## src/rtl/serial_byte_rx.sv

```systemverilog
module serial_byte_rx #(
  parameter int CORE_HZ = 200_000_000,
  parameter int DEPTH   = 256,
  parameter int ROOM    = 32
) (
  input  logic                     clk,
  input  logic                     rst_n,
  input  logic                     mode_master,
  input  logic                     mode_fast_clk,
  input  logic                     mode_fall_edge,
  input  logic                     mode_lsb_first,
  input  logic                     ext_dclk,
  input  logic                     sdata,
  input  logic                     bsync,
  output logic                     dclk_out,
  input  logic                     rd_en,
  output logic [7:0]               rd_data,
  output logic                     rd_valid,
  output logic [$clog2(DEPTH):0]   level,
  output logic                     dreq,
  output logic                     overflow
);
  localparam int AW        = $clog2(DEPTH);
  localparam int LW        = AW + 1;
  localparam int HALF_SLOW = CORE_HZ / (2 * 512_000);
  localparam int HALF_FAST = CORE_HZ / (2 * 1_024_000);
  localparam int CW        = $clog2(HALF_SLOW + 1);

  logic [CW-1:0] div_cnt;
  logic          dclk_gen;
  logic [2:0]    ck_q;
  logic [1:0]    sd_q, sy_q;
  logic [7:0]    shreg;
  logic [2:0]    bcnt;
  logic [7:0]    mem [DEPTH];
  logic [AW-1:0] wptr, rptr;
  logic [LW-1:0] count;

  wire [CW-1:0] half_m1 = mode_fast_clk ? CW'(HALF_FAST - 1) : CW'(HALF_SLOW - 1);

  always_ff @(posedge clk or negedge rst_n)
    if (!rst_n) begin
      div_cnt  <= '0;
      dclk_gen <= 1'b0;
    end else if (!mode_master) begin
      div_cnt  <= '0;
      dclk_gen <= 1'b0;
    end else if (div_cnt >= half_m1) begin
      div_cnt  <= '0;
      dclk_gen <= ~dclk_gen;
    end else begin
      div_cnt  <= div_cnt + 1'b1;
    end

  assign dclk_out = dclk_gen;

  always_ff @(posedge clk or negedge rst_n)
    if (!rst_n) begin
      ck_q <= '0;
      sd_q <= '0;
      sy_q <= '0;
    end else begin
      ck_q <= {ck_q[1:0], mode_master ? dclk_gen : ext_dclk};
      sd_q <= {sd_q[0], sdata};
      sy_q <= {sy_q[0], bsync};
    end

  wire rise   = ck_q[1] & ~ck_q[2];
  wire fall   = ~ck_q[1] & ck_q[2];
  wire take   = mode_fall_edge ? fall : rise;
  wire bit_in = sd_q[1];
  wire sync   = sy_q[1];
  wire [7:0] shifted = mode_lsb_first ? {bit_in, shreg[7:1]} : {shreg[6:0], bit_in};
  wire done   = take & ~sync & (bcnt == 3'd7);

  always_ff @(posedge clk or negedge rst_n)
    if (!rst_n) begin
      shreg <= '0;
      bcnt  <= '0;
    end else if (take) begin
      shreg <= shifted;
      bcnt  <= sync ? 3'd1 : bcnt + 3'd1;
    end

  wire full  = (count == LW'(DEPTH));
  wire empty = (count == '0);
  wire push  = done & ~full;
  wire pop   = rd_en & ~empty;

  always_ff @(posedge clk)
    if (push) mem[wptr] <= shifted;

  always_ff @(posedge clk or negedge rst_n)
    if (!rst_n) begin
      wptr     <= '0;
      rptr     <= '0;
      count    <= '0;
      overflow <= 1'b0;
    end else begin
      if (push) wptr <= wptr + 1'b1;
      if (pop)  rptr <= rptr + 1'b1;
      count    <= count + LW'(push) - LW'(pop);
      overflow <= overflow | (done & full);
    end

  assign rd_data  = mem[rptr];
  assign rd_valid = ~empty;
  assign level    = count;
  assign dreq     = (LW'(DEPTH) - count) >= LW'(ROOM);
endmodule

```

## config.mk

```make
export PLATFORM = sky130hd
export DESIGN_NAME = serial_byte_rx
export DESIGN_NICKNAME = d
export VERILOG_FILES = /design/src/rtl/serial_byte_rx.sv
export SDC_FILE = /design/constraint.sdc
export NUM_CORES = 2
export LEC_CHECK = 0
export BUFFER_PORTS_ARGS = -buffer_cell sky130_fd_sc_hd__buf_2
export CORE_UTILIZATION = 50
export CTS_CLUSTER_DIAMETER = 30
export DETAILED_ROUTE_END_ITERATION = 10
export PLACE_DENSITY = 0.66
export SLEW_MARGIN = 5
export SYNTH_ARGS = -nofsm -noshare
export SYNTH_HDL_FRONTEND = slang
export SYNTH_SLANG_ARGS = --single-unit
```

## constraint.sdc

```tcl
create_clock -name clk -period 3.2 [get_ports clk]
set_clock_uncertainty 0.2 [all_clocks]
set_input_delay 0.64 -clock clk [delete_from_list [all_inputs] [get_ports clk]]
set_output_delay 0.64 -clock clk [all_outputs]
set_load 0.01 [all_outputs]
```

[Word level (Yosys, flattened, before mapping)]
Memories as Yosys holds them, arrays and structs flattened.
Index checks and enable logic that the tools add are counted.
Word-level totals
  memories kept: 1
  output and inout bits: 21
  memory bits (writable): 2048
  logic and storage cells: 50
  register bits: 53
Operators by class
  bitwise operators: 14
  add/subtract/negate cells: 7
  reductions and logical operators: 1
  order comparisons: 2
  equality and inequality tests: 3
  muxes and demuxes: 11
Memories
  mem: depth 256, bits a word 8, rd ports 1, clocked after memory_dff 0, write ports 1, RTL line 35  | logic [7:0] mem [DEPTH];
Operators with widths (number)
  two-way mux 8 bit: 4
  adder 8 x 1 -> 8 bit, second input constant: 3
  adder 9 x 1 -> 9 bit: 1
  equality test 9 bit, second input constant: 1
  greater-or-equal comparator 9 x 6 -> 1 bit, second input constant: 1
  zero test 9 bit: 1
  subtractor 9 x 1 -> 9 bit: 1
  subtractor 9 bit, first input constant: 1
  greater-or-equal comparator 8 bit: 1
  bitwise AND 1 bit: 7
  two-way mux 1 bit: 6
  inverter 1 bit: 6
  adder 3 x 1 -> 3 bit, second input constant: 1
  equality test 3 bit, second input constant: 1
  two-way mux 3 bit: 1
  inequality test 2 x 1 -> 1 bit, second input constant: 1
  bitwise OR 1 bit: 1

[Depth between registers and ports, before layout]
  word-level depth: 8
  mapped depth: 20
  gate-level depth less buffers: 19

[Worst setup path after synthesis]
OpenSTA, ideal clock, no wires.
  path kind: input port to flip-flop
  start point: input port mode_fall_edge
  end point: register count[8], in the netlist level[8]
  buffers on the path: 1
  cell stages on the path: 16
  arrival: 3.319 ns
  library setup time: 0.130 ns
  slack: -0.448 ns
  cells stage by stage: or3b_1 > a21oi_1 > and3b_1 > buf_2 > inv_1 > ha_1 > inv_1 > ha_1 > inv_1 > fa_1 > o21bai_1 > a21oi_1 > o21bai_1 > a21oi_1 > o31ai_1 > xnor2_1
Between the ends
  longest elaborated chain between the ends: 6
RTL lines
  start: declaration: RTL line 10  | input logic mode_fall_edge,
  two-way mux 1 bit: RTL line 70  | wire take = mode_fall_edge ? fall : rise;
  bitwise AND 1 bit (2 in series): RTL line 74  | wire done = take & ~sync & (bcnt == 3'd7);
  bitwise AND 1 bit: RTL line 87  | wire push = done & ~full;
  adder 9 x 1 -> 9 bit: RTL line 102  | count <= count + LW'(push) - LW'(pop);
  subtractor 9 x 1 -> 9 bit: RTL line 102
  end signal: assignment: RTL line 102
  end: declaration: RTL line 37  | logic [LW-1:0] count;
Every way passes these cells.
A chain may end at the register's enable or synchronous reset.

[Worst setup path after layout]
  start point: register rptr[0]
  end point: output port rd_data[5]
Between the ends
  longest elaborated chain between the ends: 1
RTL lines
  start: declaration: RTL line 36  | logic [AW-1:0] wptr, rptr;
  start signal: assignment: RTL line 101  | if (pop) rptr <= rptr + 1'b1;
  memory (256 x 8 bit)
  end: declaration: RTL line 17  | output logic [7:0] rd_data,
Every way passes these cells.

==> impl_metrics.yaml <==
global_route:
  grt_pass1_vias: 48400
  antenna_found_initial: 5
  track_usage: 0.294
  grt_remaining_overflow: 0
  grt_pass1_wl_um: 349000
  grt_max_degree: 107
clocking:
  cts_buffers: 408
  cts_max_path_buffers: 4
  path_clk_slew_ns: 0.05
  cts_sinks: 2101
  ctsRootBufferMaster: "clkbuf_16"
  htreeDepth: 5
  cts_tree: "built"
  worstSkewPairLatency_ns: 0.95
drt:
  drc: 0
  vias: 47900
  wl_per_cell_um: 31.9
  vias_per_cell: 6.20
  dr.pass1.iters: 8
  drt_iter0_drc: 6805
  drtAntennaViolNets: 0
  routed_wl_um: 246000
hold_path:
  hold_class: "input pin to flip-flop"
  hp-start: "mode_fast_clk"
critical_path:
  crit-reg2reg-launch: "level[3]"
  start_kind: "flip-flop"
  crit_path_max_incr_delay_ns: 0.52
  worstPathRequired_ns: 2.36
  crit_type: "flip-flop to output pin"
  crit_fanout: 8
  startpoint: "rptr[0]"
  critPathArrivalTime_ns: 4.05
  path_cells: "buf_12 -> buf_16 -> buf_8 -> nand3b_1 -> buf_4 -> o221ai_2 -> a211oi_2 -> buf_4 -> a211o_1 -> a221oi_1 -> buf_4 -> a31o_4 -> buf_6"
  cp_common_cell: "buf_4"
  cp_slowest_cell: "dfrtp_4"
  setup.worst_path.end_class: "output pin"
timing:
  finalSetupViolCount: 11
  fin_crit_sh: 1.53
  fin_ws_ns: -1.69
  slew_violations: 0
  hold_ws_ns: 0.0523
  worst_pin_slew_ns: 1.10
  rsz0062_at_grt: "yes"
  fin_tns_setup_ns: -13.83
  slew_headroom: 0.268
  hold_violations: 0
  fmax_mhz: 205
  fin_crit_ns: 4.89
floorplan:
  die_w_um: 408
  start_util: 0.505
  fp.dieH_um: 408
  die-area_um2: 166000
  io_pins: 31
  coreArea_um2: 163000
  rows: 148
placement:
  post-place-cells: 6899
  gp_congestion: 0.921
  io_buffer_count: 30
  hpwl_um: 154000
status:
  violations: "setup timing"
  status: "complete, but fails checks"
synth:
  synth.most_common_cell: "edfxtp_1"
  synth-async-reset-ratio: 0.0252
  ys_warn_count: 0
  synth_top_area_share: 0.746
  synth_flop_cell: "edfxtp_1"
  ys_ff_latch: 2101
  yosys-top-cells-count: "2,048 x edfxtp_1, 425 x mux4_2, 292 x nor2_1, 176 x mux2i_1, 121 x nand2_1"
  synth_edf_count: 2048
  seq_area_frac_synth: 0.762
  yosys-top-cells-area: "edfxtp_1 75%, mux4_2 12%, mux2i_1 2.1%, dfrtp_1 1.6%, nor2_1 1.3%"
  syn_nets: 4052
  avgSynthCellArea_um2: 20.5
  synth_cells: 4013
  synth_cell_types: 77
  netlist_area_um2: 82400
  yosysTopAreaCell: "edfxtp_1"
pwr:
  p_seq_frac: 0.300
  switchingPower_mw: 35.6
  internal-power_mw: 78.4
  pwr-share-comb: 0.319
  cellPowerDensity_nw_per_um2: 1050
  p_clk_frac: 0.380
  leakage_nw: 38.3
  ir_drop_v: 0.000747
  power.total_mw: 114
  switching_share: 0.312
layout:
  final_util: 0.668
  nets: 5256
  drive_above_1_share: 0.428
  fin_cells: 7726
  ff_latch_area_um2: 62800
  multi_input_area_um2: 19700
  syn_to_final_growth_pct: 32.3
  n_fill_cell: 9932
job:
  cap_violations: 0
## metal layers
layer / track usage / routed length (µm) / vias up
li1: - / - / 19200
met1: 0.399 / 90500 / 24800
met2: 0.455 / 116000 / 3242
met3: 0.0679 / 27700 / 624
met4: 0.137 / 11700 / 6
met5: 0 / 44 / -
## stage by stage
| step | worst slack [ns] | cell area, µm² |
|---|---|---|
| 2_1_floorplan | -0.357 | 82400 |
| 3_3_place_gp | -1.27 | 92100 |
| 3_5_place_dp | -1.31 | 92100 |
| 4_1_cts | -1.77 | 108000 |
| 5_1_grt | -1.75 | 109000 |
| 6_report | -1.69 | 109000 |
## worst paths after layout
| kind | cells past startpoint | slack [ns] | end |
|---|---|---|---|
| hold / removal | 4 | 0.05 | div_cnt[1] |
| setup reg to reg | 19 | -0.32 | level[8] |
| max in group asynchronous | 3 | 1.63 | div_cnt[7] |
| setup / recovery | 13 | -1.69 | rd_data[5] |
| min in group asynchronous | 2 | 0.28 | ck_q[1] |
| hold reg to reg | 0 | 0.14 | ck_q[1] |
## sequential cells by signal, summed over array words and instances (netlist names)
name and flops:
wptr 8, shreg 8, sd_q 2, bcnt 3, dclk_out 1, div_cnt 8, rptr 8, level 9
mem 2048, sy_q 2, overflow 1, ck_q 3
## final cells by class
class,instances,area share
tap,2175,0.0250
inverter,31,0.00111
sequential,2101,0.576
clock inverter,297,0.0330
clock buffer,445,0.0959
timing repair buffer,1027,0.0881
antenna,2,0.0000459
multi-input combinational,1648,0.180
## placed cells by master (no fill, tap or decap), types with 13 or more instances in the layout
cell | Yosys | layout
xnor2_1 | 21 | 18
nand3_1 | 40 | 33
clkinvlp_4 | 0 | 51
mux4_1 | 27 | 18
mux4_2 | 425 | 434
buf_8 | 5 | 19
mux2_2 | 23 | 13
nor2_1 | 292 | 277
a22oi_1 | 62 | 45
inv_6 | 0 | 25
a221oi_2 | 0 | 19
a21oi_1 | 81 | 62
nand2_1 | 121 | 112
a21oi_2 | 0 | 17
o21ai_0 | 41 | 24
edfxtp_1 | 2048 | 2048
clkinv_4 | 0 | 31
bufinv_16 | 0 | 66
buf_4 | 24 | 815
buf_12 | 0 | 99
ha_1 | 28 | 19
clkinv_2 | 0 | 71
nor2_2 | 0 | 13
inv_1 | 28 | 18
buf_6 | 36 | 39
clkbuf_1 | 82 | 32
a22oi_2 | 0 | 17
a221oi_1 | 55 | 29
buf_2 | 68 | 27
clkbuf_16 | 0 | 420
o221ai_1 | 19 | 14
clkinv_1 | 1 | 37
mux2i_1 | 176 | 171
a22o_1 | 19 | 17
dfrtp_1 | 53 | 45
a31oi_1 | 15 | 13
## worst max-delay path, delay by kind of cell (launching register included)
kind                   cells  cell delay [ns]
AO/OA/AOI/OAI              5             1.03
buffers and inverters      7             1.20
flip-flops                 1             0.52
AND/OR/NAND/NOR            1             0.31
## power by group through the flow
stage	Sequential [mW]	Clock (mW)	Combinational [mW]
after floorplan	35.0	0	15.8
after global placement	34.7	0	30.9
after detailed placement	34.7	0	31.3
after CTS	34.2	43.6	34.2
after global routing	34.2	44.9	37.3
final	34.3	43.4	36.4
## kinds of logic (layout without fill, tap and decap cells)
logic type      after synthesis  in the layout  synth area share
flops                      2101           2101             0.762
mux                         651            651             0.149
buf+inv                     264           1800            0.0183
xor+xnor                     30             30           0.00319
compound gates              389            389            0.0336
simple gates                549            549            0.0291
other cells                   0              2                 0
fa+ha+maj                    29             29           0.00449
## what timing repair did
action	CTS	global route
gates resized for setup	208	205
gates cloned	6	7
pin swaps	57	64
hold buffers	7	0
setup endpoints to repair	273	1337
hold endpoints to repair	47	0
buffers inserted	51	32
No activity file was read; power rests on OpenSTA's default activity.
